<file path="config.mk">
export PLATFORM = sky130hd
export DESIGN_NAME = ext_acc_unit
export DESIGN_NICKNAME = d
export VERILOG_FILES = /design/src/rtl/ext_acc_pkg.sv /design/src/rtl/ext_acc_wrmux.sv /design/src/rtl/ext_acc_addsub.sv /design/src/rtl/ext_acc_guard.sv /design/src/rtl/ext_acc_unit.sv
export SDC_FILE = /design/constraint.sdc
export NUM_CORES = 1
export LEC_CHECK = 0
export CAP_MARGIN = 20
export CORE_ASPECT_RATIO = 0.5
export CORE_UTILIZATION = 40
export DETAILED_ROUTE_END_ITERATION = 16
export DONT_BUFFER_PORTS = 1
export PLACE_DENSITY_LB_ADDON = 0.3
export SLEW_MARGIN = 5
export SYNTH_ARGS = -nofsm -noshare
export SYNTH_HDL_FRONTEND = slang
export SYNTH_SLANG_ARGS = --single-unit
</file>
<file path="constraint.sdc">
create_clock -name clk -period 4.2 [get_ports clk]
set_clock_uncertainty 0.05 [all_clocks]
set_input_delay 0.84 -clock clk [delete_from_list [all_inputs] [get_ports clk]]
set_output_delay 0.84 -clock clk [all_outputs]
set_load 0.01 [all_outputs]
</file>
<file path="src/rtl/ext_acc_pkg.sv">
package ext_acc_pkg;
  localparam int EXT_W  = 4;
  localparam int PART_W = 16;
  localparam int ACC_W  = EXT_W + 2 * PART_W;

  typedef enum logic [2:0] {
    WM_NONE = 3'd0,
    WM_FULL = 3'd1,
    WM_WORD = 3'd2,
    WM_EXT  = 3'd3,
    WM_HI   = 3'd4,
    WM_LO   = 3'd5
  } wmode_t;

  typedef enum logic [1:0] {
    OP_IDLE = 2'd0,
    OP_ADD  = 2'd1,
    OP_SUB  = 2'd2,
    OP_RSV  = 2'd3
  } accop_t;
endpackage

</file>
<file path="src/rtl/ext_acc_wrmux.sv">
module ext_acc_wrmux #(
  parameter int EXT_W  = 4,
  parameter int PART_W = 16,
  localparam int ACC_W = EXT_W + 2 * PART_W
) (
  input  logic [2:0]        mode,
  input  logic [ACC_W-1:0]  cur,
  input  logic [ACC_W-1:0]  din_full,
  input  logic [PART_W-1:0] din_word,
  output logic              wr_en,
  output logic [ACC_W-1:0]  wr_val
);
  import ext_acc_pkg::*;

  localparam int LO_MSB = PART_W - 1;
  localparam int HI_LSB = PART_W;
  localparam int HI_MSB = 2 * PART_W - 1;
  localparam int EX_LSB = 2 * PART_W;

  wmode_t m;
  assign m = wmode_t'(mode);

  always_comb begin
    wr_en  = 1'b1;
    wr_val = cur;
    case (m)
      WM_FULL: wr_val = din_full;
      WM_WORD: wr_val = {{EXT_W{din_word[PART_W-1]}}, din_word, {PART_W{1'b0}}};
      WM_EXT:  wr_val[ACC_W-1:EX_LSB] = din_word[EXT_W-1:0];
      WM_HI:   wr_val[HI_MSB:HI_LSB]  = din_word;
      WM_LO:   wr_val[LO_MSB:0]       = din_word;
      default: wr_en = 1'b0;
    endcase
  end
endmodule

</file>
<file path="src/rtl/ext_acc_addsub.sv">
module ext_acc_addsub #(
  parameter int W = 36
) (
  input  logic [W-1:0] a,
  input  logic [W-1:0] b,
  input  logic         sub,
  output logic [W-1:0] sum,
  output logic         ovf
);
  logic [W-1:0] b_eff;

  always_comb begin
    b_eff = sub ? ~b : b;
    sum   = a + b_eff + {{(W-1){1'b0}}, sub};
    ovf   = (a[W-1] == b_eff[W-1]) && (sum[W-1] != a[W-1]);
  end
endmodule

</file>
<file path="src/rtl/ext_acc_guard.sv">
module ext_acc_guard #(
  parameter int EXT_W  = 4,
  parameter int PART_W = 16,
  localparam int ACC_W = EXT_W + 2 * PART_W,
  localparam int TOP_W = EXT_W + 1
) (
  input  logic [ACC_W-1:0] val,
  output logic             in_use
);
  logic [TOP_W-1:0] top;

  always_comb begin
    top    = val[ACC_W-1 -: TOP_W];
    in_use = !((top == {TOP_W{1'b0}}) || (top == {TOP_W{1'b1}}));
  end
endmodule

</file>
<file path="src/rtl/ext_acc_unit.sv">
module ext_acc_unit #(
  parameter int EXT_W  = 4,
  parameter int PART_W = 16,
  localparam int ACC_W = EXT_W + 2 * PART_W
) (
  input  logic              clk,
  input  logic              rst,
  input  logic [2:0]        wr_mode,
  input  logic [1:0]        acc_op,
  input  logic [ACC_W-1:0]  din_full,
  input  logic [PART_W-1:0] din_word,
  input  logic              v_clr,
  output logic [ACC_W-1:0]  acc_q,
  output logic              ext_used,
  output logic              ovf
);
  import ext_acc_pkg::*;

  accop_t           op;
  logic             do_acc;
  logic             wr_en;
  logic [ACC_W-1:0] wr_val;
  logic [ACC_W-1:0] sum;
  logic             sum_ovf;
  logic [ACC_W-1:0] nxt;
  logic             nxt_e;

  assign op     = accop_t'(acc_op);
  assign do_acc = (op == OP_ADD) || (op == OP_SUB);

  ext_acc_wrmux #(.EXT_W(EXT_W), .PART_W(PART_W)) u_wr (
    .mode(wr_mode), .cur(acc_q), .din_full(din_full), .din_word(din_word),
    .wr_en(wr_en), .wr_val(wr_val)
  );

  ext_acc_addsub #(.W(ACC_W)) u_alu (
    .a(acc_q), .b(din_full), .sub(op == OP_SUB), .sum(sum), .ovf(sum_ovf)
  );

  always_comb begin
    if (do_acc)     nxt = sum;
    else if (wr_en) nxt = wr_val;
    else            nxt = acc_q;
  end

  ext_acc_guard #(.EXT_W(EXT_W), .PART_W(PART_W)) u_guard (
    .val(nxt), .in_use(nxt_e)
  );

  always_ff @(posedge clk) begin
    if (rst) begin
      acc_q    <= '0;
      ext_used <= 1'b0;
      ovf      <= 1'b0;
    end else begin
      acc_q    <= nxt;
      ext_used <= nxt_e;
      if (do_acc && sum_ovf) ovf <= 1'b1;
      else if (v_clr)        ovf <= 1'b0;
    end
  end
endmodule

</file>
### Word level (Yosys, flattened, before mapping)

Index checks and enable logic that the tools add are counted.

| cells by class | value |
|---|---|
| $add $sub $neg | 2 |
| mux-type cells | 9 |
| equality and inequality tests | 10 |
| reductions and logical operators | 14 |
| bitwise logic cells | 1 |

Operators by type and width:

| operator | number |
|---|---|
| 2-to-1 mux 36 bit | 3 |
| one-hot mux 16 bit (3 select lines) | 1 |
| adder 36 x 1 -> 36 bit | 1 |
| adder 36 bit | 1 |
| NOT 36 bit | 1 |
| one-hot mux 16 bit (2 select lines) | 1 |
| one-hot mux 4 bit (3 select lines) | 1 |
| equality test 3 x 2 -> 1 bit (second input constant) | 2 |
| equality test 3 bit (second input constant) | 2 |
| equality test 5 bit (second input constant) | 1 |
| zero test 5 bit | 1 |
| OR reduction 5 bit | 1 |
| AND reduction 2 bit | 2 |
| nonzero test 2 bit | 2 |
| nonzero test 4 bit | 1 |
| equality test 3 x 1 -> 1 bit (second input constant) | 1 |
| 2-to-1 mux 1 bit | 3 |
| nonzero test 3 bit | 1 |
| equality test 2 x 1 -> 1 bit (second input constant) | 1 |
| equality test 2 bit (second input constant) | 1 |
| logical AND 1 bit | 2 |
| logical OR 1 bit | 2 |
| OR reduction 2 bit | 1 |
| equality test 1 bit | 1 |
| 2 further kinds | 2 |

| storage, ports and cells | value |
|---|---|
| logic and storage cells | 41 |
| bits of input ports | 60 |
| register bits | 38 |
| output and inout port bits | 38 |

### Depth between registers and ports, before layout

Gate-level depths: netlist (run 1).

| logic depth | value |
|---|---|
| depth after elaboration | 8 |
| gate-level depth with buffers | 17 |
| mapped depth without buffers | 15 |

### Hierarchy

A second synthesis (run 1) with hierarchy kept.

| second synthesis, totals | value |
|---|---|
| cells, all modules | 721 |
| area, all modules | 5571.6 µm² |

Modules (own cells, without submodules):

| module | sequential area each (µm²) | cells each | area an instance (µm²) | times used |
|---|---|---|---|---|
| ext_acc_addsub | 0.0 | 317 | 2299.7 | 1 |
| ext_acc_unit | 760.7 | 208 | 1888.1 | 1 |
| ext_acc_wrmux | 0.0 | 193 | 1352.5 | 1 |
| ext_acc_guard | 0.0 | 3 | 31.3 | 1 |

### Worst setup path after synthesis (run 1)

OpenSTA, ideal clock, no wires.

| timing | value |
|---|---|
| path kind | input to register |
| start point | input acc_op[0] |
| end point | register ext_used |
| stages | 16 |
| setup time | 120 ps |
| data arrival time | 4303 ps |
| data required time | 4030 ps |
| buffers on the path | 3 |
| path slack | -273 ps |
| path through | inv_1 > ha_1 > buf_1 > buf_1 > xor2_1 > ha_1 > clkbuf_1 > a21o_1 > a21o_1 > a221o_1 > a2111oi_0 > o211a_1 > a211oi_2 > a211oi_1 > a31oi_1 > o31a_1 |

| on the way | value |
|---|---|
| word-level cells in the longest chain between the ends | 8 |
| elaborated cells between the ends (all ways) | 11 |

RTL lines:

| element | line | RTL |
|---|---|---|
| from (decl) | ext_acc_unit.sv:9 | `input logic [1:0] acc_op,` |
| equality test 2 bit | ext_acc_unit.sv:29, ext_acc_unit.sv:37 |  |
| 2-to-1 mux 36 bit | ext_acc_addsub.sv:13 | `b_eff = sub ? ~b : b;` |
| adder 36 bit | ext_acc_addsub.sv:14 | `sum = a + b_eff + {{(W-1){1'b0}}, sub};` |
| adder 36 x 1 -> 36 bit | ext_acc_addsub.sv:14 |  |
| 2-to-1 mux 36 bit * | ext_acc_unit.sv:41 | `if (do_acc) nxt = sum;` |
| equality test 5 bit / zero test 5 bit (equally long branches) | ext_acc_guard.sv:14 | `in_use = !((top == {TOP_W{1'b0}}) \|\| (top == {TOP_W{1'b1}}));` |
| logical OR 1 bit * | ext_acc_guard.sv:14 |  |
| zero test 1 bit * | ext_acc_guard.sv:14 |  |
| to (signal assigned) | ext_acc_unit.sv:57 | `ext_used <= nxt_e;` |
| to (decl) | ext_acc_unit.sv:14 | `output logic ext_used,` |

Mark *: on every way between the ends. The rest lies on a longest branch, timed or not.
A chain may end at the register's enable or synchronous reset.

### Worst setup path after layout (run 1)

Same ends and word-level chain as after synthesis.

==> run_summary.xml, run 1 <==
<?xml version="1.0" encoding="UTF-8"?>
<metrics>
  <group name="worst_setup_path">
    <metric name="timing.rr.start" unit="">acc_q[0]</metric>
    <metric name="critical_path.max_stage_delay" unit="ps">420</metric>
    <metric name="crit_path_cell_trace" unit="">inv_1 &gt; ha_1 &gt; buf_12 &gt; xor2_1 &gt; inv_1 &gt; fa_1 &gt; nand2b_1 &gt; a21oi_1 &gt; o21a_1 &gt; a31oi_1 &gt; o21ai_1 &gt; nand2_1 &gt; a311o_1 &gt; a211oi_1 &gt; a31oi_1 &gt; o31a_1</metric>
    <metric name="cp-start-kind" unit="">primary input</metric>
    <metric name="cp.required" unit="ps">4340</metric>
    <metric name="cp_data_arrival_time" unit="ps">3980</metric>
    <metric name="worst-path-max-fanout" unit="">15</metric>
    <metric name="worstSetupPathType" unit="">primary input to flip-flop</metric>
    <metric name="setup.worst_path.end_class" unit="">flip-flop</metric>
    <metric name="max_stage_delay_cell_worst_path" unit="">sky130_fd_sc_hd__fa_1</metric>
    <metric name="critPathLaunch" unit="">acc_op[0]</metric>
  </group>
  <group name="route">
    <metric name="drc_errors" unit="">0</metric>
    <metric name="drt_first_pass_iters" unit="">4</metric>
    <metric name="antenna_violating_nets_post_route" unit="">0</metric>
    <metric name="num_vias" unit="">4720</metric>
    <metric name="avgRoutedWirePerCell" unit="um">20.0</metric>
    <metric name="totalWireLength" unit="um">15300</metric>
    <metric name="vias_per_instance" unit="">6.19</metric>
    <metric name="detailedRoute.firstIterationViolations" unit="">386</metric>
  </group>
  <group name="die">
    <metric name="row_count" unit="">27</metric>
    <metric name="die-height" unit="um">77.4</metric>
    <metric name="io_pins" unit="">98</metric>
    <metric name="floorplan.die_area" unit="mm2">0.0118</metric>
    <metric name="initial_utilization" unit="">0.412</metric>
    <metric name="die_x" unit="um">153</metric>
    <metric name="core_region_area" unit="mm2">0.0110</metric>
  </group>
  <group name="clock_network">
    <metric name="cts_hold_buf" unit="">0</metric>
    <metric name="cts_max_level" unit="">2</metric>
    <metric name="tritoncts" unit="">yes</metric>
    <metric name="tritoncts_sink_count" unit="">38</metric>
    <metric name="cts_root_buffer" unit="">sky130_fd_sc_hd__clkbuf_16</metric>
    <metric name="cts-resized-gates" unit="">0</metric>
    <metric name="cts_made_buffers" unit="">5</metric>
    <metric name="clkLatencyLatePin" unit="ps">300</metric>
    <metric name="clock_path_buffers" unit="">2</metric>
    <metric name="cts.clk_slew.worst_paths" unit="ps">60</metric>
    <metric name="cts.repair_timing.setup_buffer_count" unit="">0</metric>
  </group>
  <group name="synthesis">
    <metric name="ys_seq_elements" unit="">38</metric>
    <metric name="postSynth.asyncResetShare" unit="">0</metric>
    <metric name="post_synth_inst_count" unit="">633</metric>
    <metric name="synthesis.area_per_instance" unit="um2">7.19</metric>
    <metric name="synth-warning-count" unit="">0</metric>
    <metric name="synth_fp_nets" unit="">730</metric>
    <metric name="synth_cell_type_count" unit="">64</metric>
    <metric name="yosysSeqAreaShare" unit="">0.167</metric>
    <metric name="syn-cell-area" unit="mm2">0.00455</metric>
    <metric name="synth-edff-count" unit="">0</metric>
    <metric name="dominantRegCellSynth" unit="">sky130_fd_sc_hd__dfxtp_1</metric>
  </group>
  <group name="sta">
    <metric name="final-max-slew-violation-count" unit="">0</metric>
    <metric name="timing.hold.ws" unit="ps">483</metric>
    <metric name="achievable-frequency" unit="GHz">0.260</metric>
    <metric name="worst_slack" unit="ps">355</metric>
    <metric name="period_share" unit="">0.915</metric>
    <metric name="tightest_slew" unit="ps">667</metric>
    <metric name="hold_viol_final" unit="">0</metric>
    <metric name="setup_violations" unit="">0</metric>
    <metric name="final.setup.tns" unit="ps">0</metric>
    <metric name="rsz0062_at_grt" unit="">false</metric>
    <metric name="final_critical_period" unit="ps">3840</metric>
    <metric name="max_slew_margin" unit="">0.556</metric>
  </group>
  <group name="outcome">
    <metric name="outcome" unit="">completed</metric>
  </group>
  <group name="min_path">
    <metric name="worstHoldPathType" unit="">flip-flop to flip-flop</metric>
    <metric name="timing.hold.worst.start" unit="">acc_q[19]</metric>
  </group>
  <group name="placed_design">
    <metric name="routabilityCongestion" unit="">0.985</metric>
    <metric name="pre_cts_slack" unit="ps">87.5</metric>
    <metric name="port_buffer_count" unit="">0</metric>
    <metric name="hpwlAfterDp" unit="um">11600</metric>
    <metric name="cell_area_placed" unit="mm2">0.00472</metric>
  </group>
  <group name="finish">
    <metric name="multi_input_combinational_cell_area" unit="mm2">0.00358</metric>
    <metric name="postLayoutCellArea" unit="mm2">0.00487</metric>
    <metric name="area.growth.synth_to_final" unit="%">7.07</metric>
    <metric name="nNetsFinal" unit="">713</metric>
    <metric name="mostFrequentLayoutCell" unit="">sky130_fd_sc_hd__nor2_1</metric>
    <metric name="layout-drive-gt1-share" unit="">0.0600</metric>
    <metric name="fill_cells" unit="">1145</metric>
    <metric name="most_used_cells_in_the_layout_excluding_fill_and_tap_cells" unit="">sky130_fd_sc_hd__nor2_1 (97), sky130_fd_sc_hd__nand2_1 (54), sky130_fd_sc_hd__a21oi_1 (48)</metric>
    <metric name="sequential_cell_area" unit="um2">761</metric>
  </group>
  <group name="global_route">
    <metric name="wire_length_of_the_first_global_routing_pass" unit="um">24400</metric>
    <metric name="grt_pass1_vias" unit="">4489</metric>
    <metric name="grt_util_all_layers" unit="">0.261</metric>
    <metric name="grt_overflow" unit="">0</metric>
    <metric name="grt_start_max_net_pins" unit="">45</metric>
    <metric name="antenna_found_initial" unit="">2</metric>
  </group>
  <group name="pwr">
    <metric name="power_leakage" unit="nW">2.00</metric>
    <metric name="vdd_ir_drop_max" unit="V">0.000168</metric>
    <metric name="power-per-cell-area" unit="mW/mm2">448</metric>
    <metric name="power.total" unit="mW">2.18</metric>
  </group>
  <group name="flow_run">
    <metric name="timing.max_cap.violations" unit="">0</metric>
  </group>
</metrics>
[stage by stage]
stage	utilization	std cells
after floorplan	-	633
after global routing	0.441	762
after detailed placement	0.427	754
final	0.441	763
after global placement	0.427	754
after CTS	0.441	762
[critical path, delay by kind of cell]
family / cells / cell delay (ps)
buffers and inverters: 3 / 320
AND/OR/NAND/NOR: 2 / 280
XOR/XNOR: 1 / 210
AO/OA/AOI/OAI: 8 / 1680
adder cells (fa/ha/maj): 2 / 620
[logic make-up after synthesis]
group,Yosys count,synth area share
compound gates,216,0.327
simple gates,211,0.207
xor+xnor,63,0.121
buf+inv,56,0.0467
flops,38,0.167
fa+ha+maj,37,0.103
mux,12,0.0272
[report_power, final]
group | leakage [nW] | internal, mW | switching [mW]
sequential | 0.316 | 0.438 | 0.122
combinational | 1.61 | 0.517 | 0.696
clock | 0.0739 | 0.236 | 0.173
[Yosys cell counts, types with 10 or more instances]
master,instances,area share
sky130_fd_sc_hd__a2111oi_0,20,0.038
sky130_fd_sc_hd__a21o_1,11,0.018
sky130_fd_sc_hd__a21oi_1,48,0.053
sky130_fd_sc_hd__clkbuf_1,36,0.030
sky130_fd_sc_hd__dfxtp_1,38,0.17
sky130_fd_sc_hd__ha_1,36,0.099
sky130_fd_sc_hd__inv_1,13,0.011
sky130_fd_sc_hd__mux2i_1,11,0.024
sky130_fd_sc_hd__nand2_1,54,0.045
sky130_fd_sc_hd__nand2b_1,10,0.014
sky130_fd_sc_hd__nor2_1,97,0.080
sky130_fd_sc_hd__nor2b_1,10,0.014
sky130_fd_sc_hd__o21ai_0,17,0.019
sky130_fd_sc_hd__o21ai_1,12,0.013
sky130_fd_sc_hd__o22a_1,10,0.019
sky130_fd_sc_hd__o22ai_1,28,0.038
sky130_fd_sc_hd__xnor2_1,21,0.040
sky130_fd_sc_hd__xor2_1,42,0.081
[routing by layer]
layer  share of wire  up-vias  GRT usage
li1                -     2304          -
met1            0.46     2234      0.342
met2            0.44      162      0.419
met3           0.089       18     0.0704
met4           0.016        2     0.0798
met5         0.00065        -          0
[layout make-up]
| class | instances | share of cell area |
|---|---|---|
| multi-input cells | 539 | 0.735 |
| clock buffers | 7 | 0.0293 |
| repair buffers | 18 | 0.0303 |
| well taps | 145 | 0.0372 |
| flip-flops and latches | 38 | 0.156 |
| clock inverters | 1 | 0.00103 |
| inverters | 14 | 0.0108 |
| diodes | 1 | 0.000514 |
[state kept, by name (all words and copies together), names as in the netlist]
name	flops
acc_q	36
ext_used	1
ovf	1
[final timing paths]
| kind | endpoint | slack [ps] | cells past startpoint |
|---|---|---|---|
| setup reg to reg | ext_used | 1060 | 11 |
| setup / recovery | ext_used | 360 | 16 |
| hold / removal | acc_q[19] | 480 | 2 |
| hold reg to reg | acc_q[19] | 480 | 2 |
Note: power is estimated with default switching activity, not from simulation.
==> run 2, diff against run 1 <==
==> constraint.sdc (replaced) <==
create_clock -name clk -period 4.2 [get_ports clk]
set_clock_uncertainty 0.05 [all_clocks]
set_input_delay 0.21 -clock clk [delete_from_list [all_inputs] [get_ports clk]]
set_output_delay 0.21 -clock clk [all_outputs]
set_load 0.01 [all_outputs]
==> run_summary.xml, run 2 (synthesis results as in run 1) <==
<?xml version="1.0" encoding="UTF-8"?>
<metrics>
  <group name="outcome">
    <metric name="outcome" unit="">completed</metric>
  </group>
  <group name="route">
    <metric name="met2_wirelength" unit="um">6740</metric>
    <metric name="avgRoutedWirePerCell" unit="um">20.7</metric>
    <metric name="drc_errors" unit="">0</metric>
    <metric name="vias_per_instance" unit="">6.27</metric>
    <metric name="detailedRoute.firstIterationViolations" unit="">334</metric>
    <metric name="totalWireLength" unit="um">15500</metric>
    <metric name="highest-signal-layer" unit="">met4</metric>
    <metric name="drt_met1_wl" unit="um">7200</metric>
    <metric name="antenna_violating_nets_post_route" unit="">0</metric>
    <metric name="drt_first_pass_iters" unit="">5</metric>
    <metric name="num_vias" unit="">4709</metric>
    <metric name="dr_wl_met3" unit="um">1330</metric>
  </group>
  <group name="worst_setup_path">
    <metric name="r2r.worst_path.cells" unit="">11</metric>
    <metric name="critPathLaunch" unit="">acc_op[0]</metric>
    <metric name="worst-path-max-fanout" unit="">15</metric>
    <metric name="ff2ff_setup_slack" unit="ps">1010</metric>
    <metric name="cp-start-kind" unit="">primary input</metric>
    <metric name="setup.worst_path.end_class" unit="">flip-flop</metric>
    <metric name="worstSetupPathType" unit="">primary input to flip-flop</metric>
    <metric name="rr_endpoint" unit="">ext_used</metric>
    <metric name="critical_path.max_stage_delay" unit="ps">450</metric>
    <metric name="timing.rr.start" unit="">acc_q[4]</metric>
    <metric name="max_stage_delay_cell_worst_path" unit="">sky130_fd_sc_hd__a2111o_1</metric>
    <metric name="worst-path-buf-inv" unit="">2</metric>
    <metric name="crit_family" unit="">compound AO/OA/AOI/OAI gates</metric>
    <metric name="cp.required" unit="ps">4330</metric>
    <metric name="crit_path_cell_trace" unit="">inv_1 &gt; ha_1 &gt; buf_4 &gt; xor2_1 &gt; ha_1 &gt; a21oi_1 &gt; o22ai_1 &gt; o31ai_2 &gt; a211oi_2 &gt; o21ai_2 &gt; o21ai_2 &gt; a2111o_1 &gt; a31oi_2 &gt; a31oi_1 &gt; o31a_1</metric>
    <metric name="cp_data_arrival_time" unit="ps">3490</metric>
  </group>
  <group name="die">
    <metric name="die-height" unit="um">77.4</metric>
    <metric name="initial_utilization" unit="">0.412</metric>
    <metric name="floorplan.die_area" unit="mm2">0.0118</metric>
    <metric name="io_pins" unit="">98</metric>
    <metric name="core_region_area" unit="mm2">0.0110</metric>
    <metric name="die_x" unit="um">153</metric>
    <metric name="row_count" unit="">27</metric>
  </group>
  <group name="finish">
    <metric name="layout-drive-gt1-share" unit="">0.0446</metric>
    <metric name="finish.cell_count_without_fillers" unit="">751</metric>
    <metric name="fill_cells" unit="">1120</metric>
    <metric name="mostFrequentLayoutCell" unit="">sky130_fd_sc_hd__nor2_1</metric>
    <metric name="largest_reg_flops" unit="">36</metric>
    <metric name="most_used_cells_in_the_layout_excluding_fill_and_tap_cells" unit="">sky130_fd_sc_hd__nor2_1 (97), sky130_fd_sc_hd__nand2_1 (54), sky130_fd_sc_hd__a21oi_1 (48)</metric>
    <metric name="nNetsFinal" unit="">702</metric>
    <metric name="n_antenna_cell" unit="">0</metric>
    <metric name="top_register" unit="">acc_q</metric>
    <metric name="reg.largest.list" unit="">acc_q: 36 flops, ext_used: 1 flops, ovf: 1 flops</metric>
    <metric name="area.growth.synth_to_final" unit="%">6.21</metric>
    <metric name="fin_util" unit="">0.438</metric>
  </group>
  <group name="min_path">
    <metric name="timing.hold.worst.start" unit="">rst</metric>
    <metric name="hold-path-endpoint" unit="">ext_used</metric>
    <metric name="hold_path_depth" unit="">2</metric>
    <metric name="worstHoldPathType" unit="">primary input to flip-flop</metric>
  </group>
  <group name="sta">
    <metric name="setup_violations" unit="">0</metric>
    <metric name="hold_viol_final" unit="">0</metric>
    <metric name="period_share" unit="">0.801</metric>
    <metric name="max_slew_margin" unit="">0.506</metric>
    <metric name="achievable-frequency" unit="GHz">0.297</metric>
    <metric name="tightest_slew" unit="ps">741</metric>
    <metric name="final_critical_period" unit="ps">3360</metric>
    <metric name="final.setup.tns" unit="ps">0</metric>
    <metric name="worst_slack" unit="ps">838</metric>
    <metric name="rsz0062_at_grt" unit="">false</metric>
    <metric name="final-max-slew-violation-count" unit="">0</metric>
  </group>
  <group name="flow_run">
    <metric name="timing.max_cap.violations" unit="">0</metric>
  </group>
  <group name="pwr">
    <metric name="power_frac_comb" unit="">0.525</metric>
    <metric name="share_clk_of_total_power" unit="">0.225</metric>
    <metric name="p_switching" unit="mW">0.990</metric>
    <metric name="switching_part_of_the_total" unit="">0.439</metric>
    <metric name="power-per-cell-area" unit="mW/mm2">466</metric>
    <metric name="power_report.internal_total" unit="mW">1.26</metric>
    <metric name="power_frac_seq" unit="">0.250</metric>
    <metric name="power_leakage" unit="nW">1.97</metric>
    <metric name="vdd_ir_drop_max" unit="V">0.000177</metric>
    <metric name="power.total" unit="mW">2.25</metric>
  </group>
  <group name="global_route">
    <metric name="grt_util_all_layers" unit="">0.262</metric>
    <metric name="wire_length_of_the_first_global_routing_pass" unit="um">24500</metric>
    <metric name="antenna_found_initial" unit="">0</metric>
    <metric name="grt_pass1_vias" unit="">4436</metric>
    <metric name="grt_start_max_net_pins" unit="">70</metric>
    <metric name="grt_overflow" unit="">0</metric>
  </group>
  <group name="placed_design">
    <metric name="hpwlAfterDp" unit="um">11500</metric>
    <metric name="port_buffer_count" unit="">0</metric>
    <metric name="pre_cts_slack" unit="ps">616</metric>
    <metric name="dp_cells" unit="">742</metric>
    <metric name="routabilityCongestion" unit="">0.974</metric>
  </group>
  <group name="clock_network">
    <metric name="clkLatencyLatePin" unit="ps">290</metric>
    <metric name="cts-resized-gates" unit="">0</metric>
    <metric name="clock_path_buffers" unit="">2</metric>
    <metric name="cts_max_level" unit="">2</metric>
    <metric name="cts.clk_slew.worst_paths" unit="ps">60</metric>
    <metric name="cts_root_buffer" unit="">sky130_fd_sc_hd__clkbuf_16</metric>
    <metric name="tritoncts" unit="">yes</metric>
    <metric name="cts_made_buffers" unit="">5</metric>
    <metric name="tritoncts_sink_count" unit="">38</metric>
  </group>
</metrics>
## run 2: cell types whose count changed in the layout (fill, tap and decap cells not counted)
cell / before / now
sky130_fd_sc_hd__buf_4: 17 / 6
sky130_fd_sc_hd__bufinv_16: 0 / 2
sky130_fd_sc_hd__clkbuf_1: 1 / 0
sky130_fd_sc_hd__clkbuf_8: 1 / 0
sky130_fd_sc_hd__clkinv_2: 1 / 0
sky130_fd_sc_hd__clkinv_4: 0 / 1
sky130_fd_sc_hd__diode_2: 1 / 0
## run 2: layout make-up
type                            instances  area [um2]  area share
Sequential cell                        38         761       0.157
Tap cell                              145         181      0.0375
Clock buffer                            5         125      0.0259
Multi-Input combinational cell        539        3580       0.741
Inverter                               14        52.6      0.0109
Timing Repair Buffer                    7        65.1      0.0135
Clock inverter                          3        68.8      0.0142
## run 2: worst max path at each step
stage | end | slack, ps | cells past startpoint
final | ext_used | 840 | 15
after global routing | ext_used | 670 | 14
after global placement | ext_used | 700 | 15
after detailed placement | ext_used | 620 | 15
after floorplan | ext_used | 360 | 16
after CTS | ext_used | 900 | 15
## run 2: power groups by stage
| stage | logic (mW) | clock network, mW | registers (mW) |
|---|---|---|---|
| floorplan | 0.954 | 0 | 0.535 |
| global placement | 1.14 | 0 | 0.572 |
| detailed placement | 1.15 | 0 | 0.572 |
| CTS | 1.17 | 0.517 | 0.564 |
| global route | 1.32 | 0.533 | 0.576 |
| finish | 1.18 | 0.508 | 0.563 |
## run 2: timing repair
| action | in CTS | in global routing |
|---|---|---|
| endpoints found under the hold margin | 36 | 0 |
| hold buffers | 1 | 0 |
| buffers inserted | 0 | 0 |
## run 2: through the flow
stage               hold slack [ps]  cell area, um2
global placement                235            4620
CTS                            27.4            4830
floorplan                       341            4550
global route                   24.8            4830
finish                         28.5            4830
detailed placement              238            4620
## run 2: metal layers
metal	up-vias	global-route usage
met5	-	0
met4	0	0.0646
met3	16	0.0698
met2	169	0.420
met1	2251	0.349
li1	2273	-
## run 2: worst register-to-register path, cell delays in order, from the launching register on
cell and delay, ps:
sky130_fd_sc_hd__dfxtp_1 440, sky130_fd_sc_hd__ha_1 340, sky130_fd_sc_hd__a21oi_1 230, sky130_fd_sc_hd__o22ai_1 130, sky130_fd_sc_hd__o31ai_2 380, sky130_fd_sc_hd__a211oi_2 170
sky130_fd_sc_hd__o21ai_2 300, sky130_fd_sc_hd__o21ai_2 150, sky130_fd_sc_hd__a2111o_1 450, sky130_fd_sc_hd__a31oi_2 220, sky130_fd_sc_hd__a31oi_1 110, sky130_fd_sc_hd__o31a_1 110
==> run 3, diff against run 2 <==
- clock period: 4.2 -> 3.5 ns (I/O delays scaled with it)
==> run_summary.xml, run 3 (synthesis results as in run 1) <==
<?xml version="1.0" encoding="UTF-8"?>
<metrics>
  <group name="outcome">
    <metric name="outcome" unit="">completed</metric>
  </group>
  <group name="placed_design">
    <metric name="hpwlAfterDp" unit="um">11500</metric>
    <metric name="dp_cells" unit="">756</metric>
    <metric name="routabilityCongestion" unit="">0.950</metric>
    <metric name="port_buffer_count" unit="">0</metric>
  </group>
  <group name="global_route">
    <metric name="grt_start_max_net_pins" unit="">70</metric>
    <metric name="grt_util_all_layers" unit="">0.259</metric>
    <metric name="antenna_found_initial" unit="">0</metric>
    <metric name="grt_overflow" unit="">0</metric>
    <metric name="grt_pass1_vias" unit="">4365</metric>
    <metric name="wire_length_of_the_first_global_routing_pass" unit="um">24300</metric>
  </group>
  <group name="worst_setup_path">
    <metric name="setup.worst_path.end_class" unit="">flip-flop</metric>
    <metric name="worst-path-max-fanout" unit="">20</metric>
    <metric name="cp_data_arrival_time" unit="ps">3360</metric>
    <metric name="cp-start-kind" unit="">primary input</metric>
    <metric name="cp.required" unit="ps">3640</metric>
    <metric name="worstSetupPathType" unit="">primary input to flip-flop</metric>
  </group>
  <group name="sta">
    <metric name="period_share" unit="">0.921</metric>
    <metric name="achievable-frequency" unit="GHz">0.310</metric>
    <metric name="rsz0062_at_grt" unit="">false</metric>
    <metric name="timing.hold.ws" unit="ps">29.4</metric>
    <metric name="setup_violations" unit="">0</metric>
    <metric name="tightest_slew" unit="ps">712</metric>
    <metric name="max_slew_margin" unit="">0.525</metric>
    <metric name="final.setup.tns" unit="ps">0</metric>
    <metric name="hold_viol_final" unit="">0</metric>
    <metric name="final-max-slew-violation-count" unit="">0</metric>
    <metric name="final_critical_period" unit="ps">3220</metric>
  </group>
  <group name="clock_network">
    <metric name="clock_path_buffers" unit="">2</metric>
    <metric name="cts_max_level" unit="">2</metric>
    <metric name="tritoncts_sink_count" unit="">38</metric>
    <metric name="cts_root_buffer" unit="">sky130_fd_sc_hd__clkbuf_16</metric>
    <metric name="cts.clk_slew.worst_paths" unit="ps">70</metric>
    <metric name="cts_made_buffers" unit="">5</metric>
    <metric name="tritoncts" unit="">yes</metric>
    <metric name="cts.repair_timing.setup_buffer_count" unit="">0</metric>
    <metric name="clkLatencyLatePin" unit="ps">300</metric>
  </group>
  <group name="finish">
    <metric name="most_used_cells_in_the_layout_excluding_fill_and_tap_cells" unit="">sky130_fd_sc_hd__nor2_1 (97), sky130_fd_sc_hd__nand2_1 (54), sky130_fd_sc_hd__a21oi_1 (48)</metric>
    <metric name="multi_input_combinational_cell_area" unit="mm2">0.00359</metric>
    <metric name="fill_cells" unit="">1131</metric>
    <metric name="layout-drive-gt1-share" unit="">0.0677</metric>
    <metric name="largest_reg_flops" unit="">36</metric>
    <metric name="top_register" unit="">acc_q</metric>
    <metric name="sequential_cell_area" unit="um2">761</metric>
    <metric name="area.growth.synth_to_final" unit="%">8.28</metric>
    <metric name="finish.cell_count_without_fillers" unit="">765</metric>
    <metric name="mostFrequentLayoutCell" unit="">sky130_fd_sc_hd__nor2_1</metric>
    <metric name="nNetsFinal" unit="">716</metric>
    <metric name="reg.largest.list" unit="">acc_q: 36 flops, ext_used: 1 flops, ovf: 1 flops</metric>
    <metric name="n_antenna_cell" unit="">0</metric>
  </group>
  <group name="route">
    <metric name="num_vias" unit="">4766</metric>
    <metric name="vias_per_instance" unit="">6.23</metric>
    <metric name="drc_errors" unit="">0</metric>
    <metric name="totalWireLength" unit="um">15500</metric>
    <metric name="avgRoutedWirePerCell" unit="um">20.2</metric>
    <metric name="antenna_violating_nets_post_route" unit="">0</metric>
    <metric name="drt_first_pass_iters" unit="">5</metric>
    <metric name="detailedRoute.firstIterationViolations" unit="">376</metric>
  </group>
  <group name="pwr">
    <metric name="power_leakage" unit="nW">2.02</metric>
    <metric name="power-per-cell-area" unit="mW/mm2">540</metric>
    <metric name="vdd_ir_drop_max" unit="V">0.000171</metric>
  </group>
  <group name="min_path">
    <metric name="worstHoldPathType" unit="">primary input to flip-flop</metric>
  </group>
  <group name="die">
    <metric name="die-height" unit="um">77.4</metric>
    <metric name="die_x" unit="um">153</metric>
    <metric name="initial_utilization" unit="">0.412</metric>
    <metric name="floorplan.die_area" unit="mm2">0.0118</metric>
    <metric name="io_pins" unit="">98</metric>
    <metric name="core_region_area" unit="mm2">0.0110</metric>
    <metric name="row_count" unit="">27</metric>
  </group>
  <group name="flow_run">
    <metric name="timing.max_cap.violations" unit="">0</metric>
  </group>
</metrics>
-- run 3: timing repair --
action / in CTS / in global routing
hold buffers: 1 / 0
endpoints found under the hold margin: 38 / 0
gates resized for setup: 0 / 1
endpoints found under the setup margin: 0 / 1
-- run 3: worst paths after layout --
check,cells after the start,startpoint,to,slack [ps]
worst max register to register,10,acc_q[18],ext_used,370
worst max-delay path,14,acc_op[0],ext_used,280
worst min register to register,2,acc_q[18],acc_q[18],480
worst min-delay path,3,v_clr,ovf,30
-- run 3: layout make-up --
class	instances	share of cell area
sequential	38	0.154
inverter	14	0.0107
timing repair buffer	21	0.0396
clock buffer	6	0.0282
tap	145	0.0368
clock inverter	2	0.00254
multi-input combinational	539	0.728
-- run 3: critical path, stage by stage --
cell                       delay [ps]
sky130_fd_sc_hd__inv_1             40
sky130_fd_sc_hd__ha_2             210
sky130_fd_sc_hd__buf_12           170
sky130_fd_sc_hd__xor2_1           170
sky130_fd_sc_hd__ha_1             400
sky130_fd_sc_hd__nand3_1          180
sky130_fd_sc_hd__nor2_1           250
sky130_fd_sc_hd__nand2_1          170
sky130_fd_sc_hd__or4_1            420
sky130_fd_sc_hd__o21a_1           230
sky130_fd_sc_hd__o211a_1          230
sky130_fd_sc_hd__a211oi_2         310
sky130_fd_sc_hd__nand4_1          150
sky130_fd_sc_hd__o31a_1           260
-- run 3: power by group --
group	total (mW)	internal, mW	switching [mW]
registers	0.672	0.526	0.146
logic	1.49	0.635	0.855
clock network	0.499	0.283	0.216
-- run 3: stage by stage --
stage          instance area (um2)  worst slack, ps  total power [mW]  utilization
6_report                      4930              278              2.66        0.446
5_1_grt                       4930              142              2.85        0.446
4_1_cts                       4920              294              2.64        0.445
3_5_place_dp                  4750             50.4              2.12        0.430
3_3_place_gp                  4750             48.1              2.12        0.430
2_1_floorplan                 4550             78.5              1.79            -
-- run 3: metal layers --
metal | track usage | up-vias | share of wire
met3 | 0.0732 | 18 | 0.095
met2 | 0.411 | 190 | 0.43
li1 | - | 2308 | -
met1 | 0.347 | 2250 | 0.45
met4 | 0.0606 | 0 | 0.015
met5 | 0 | - | 0
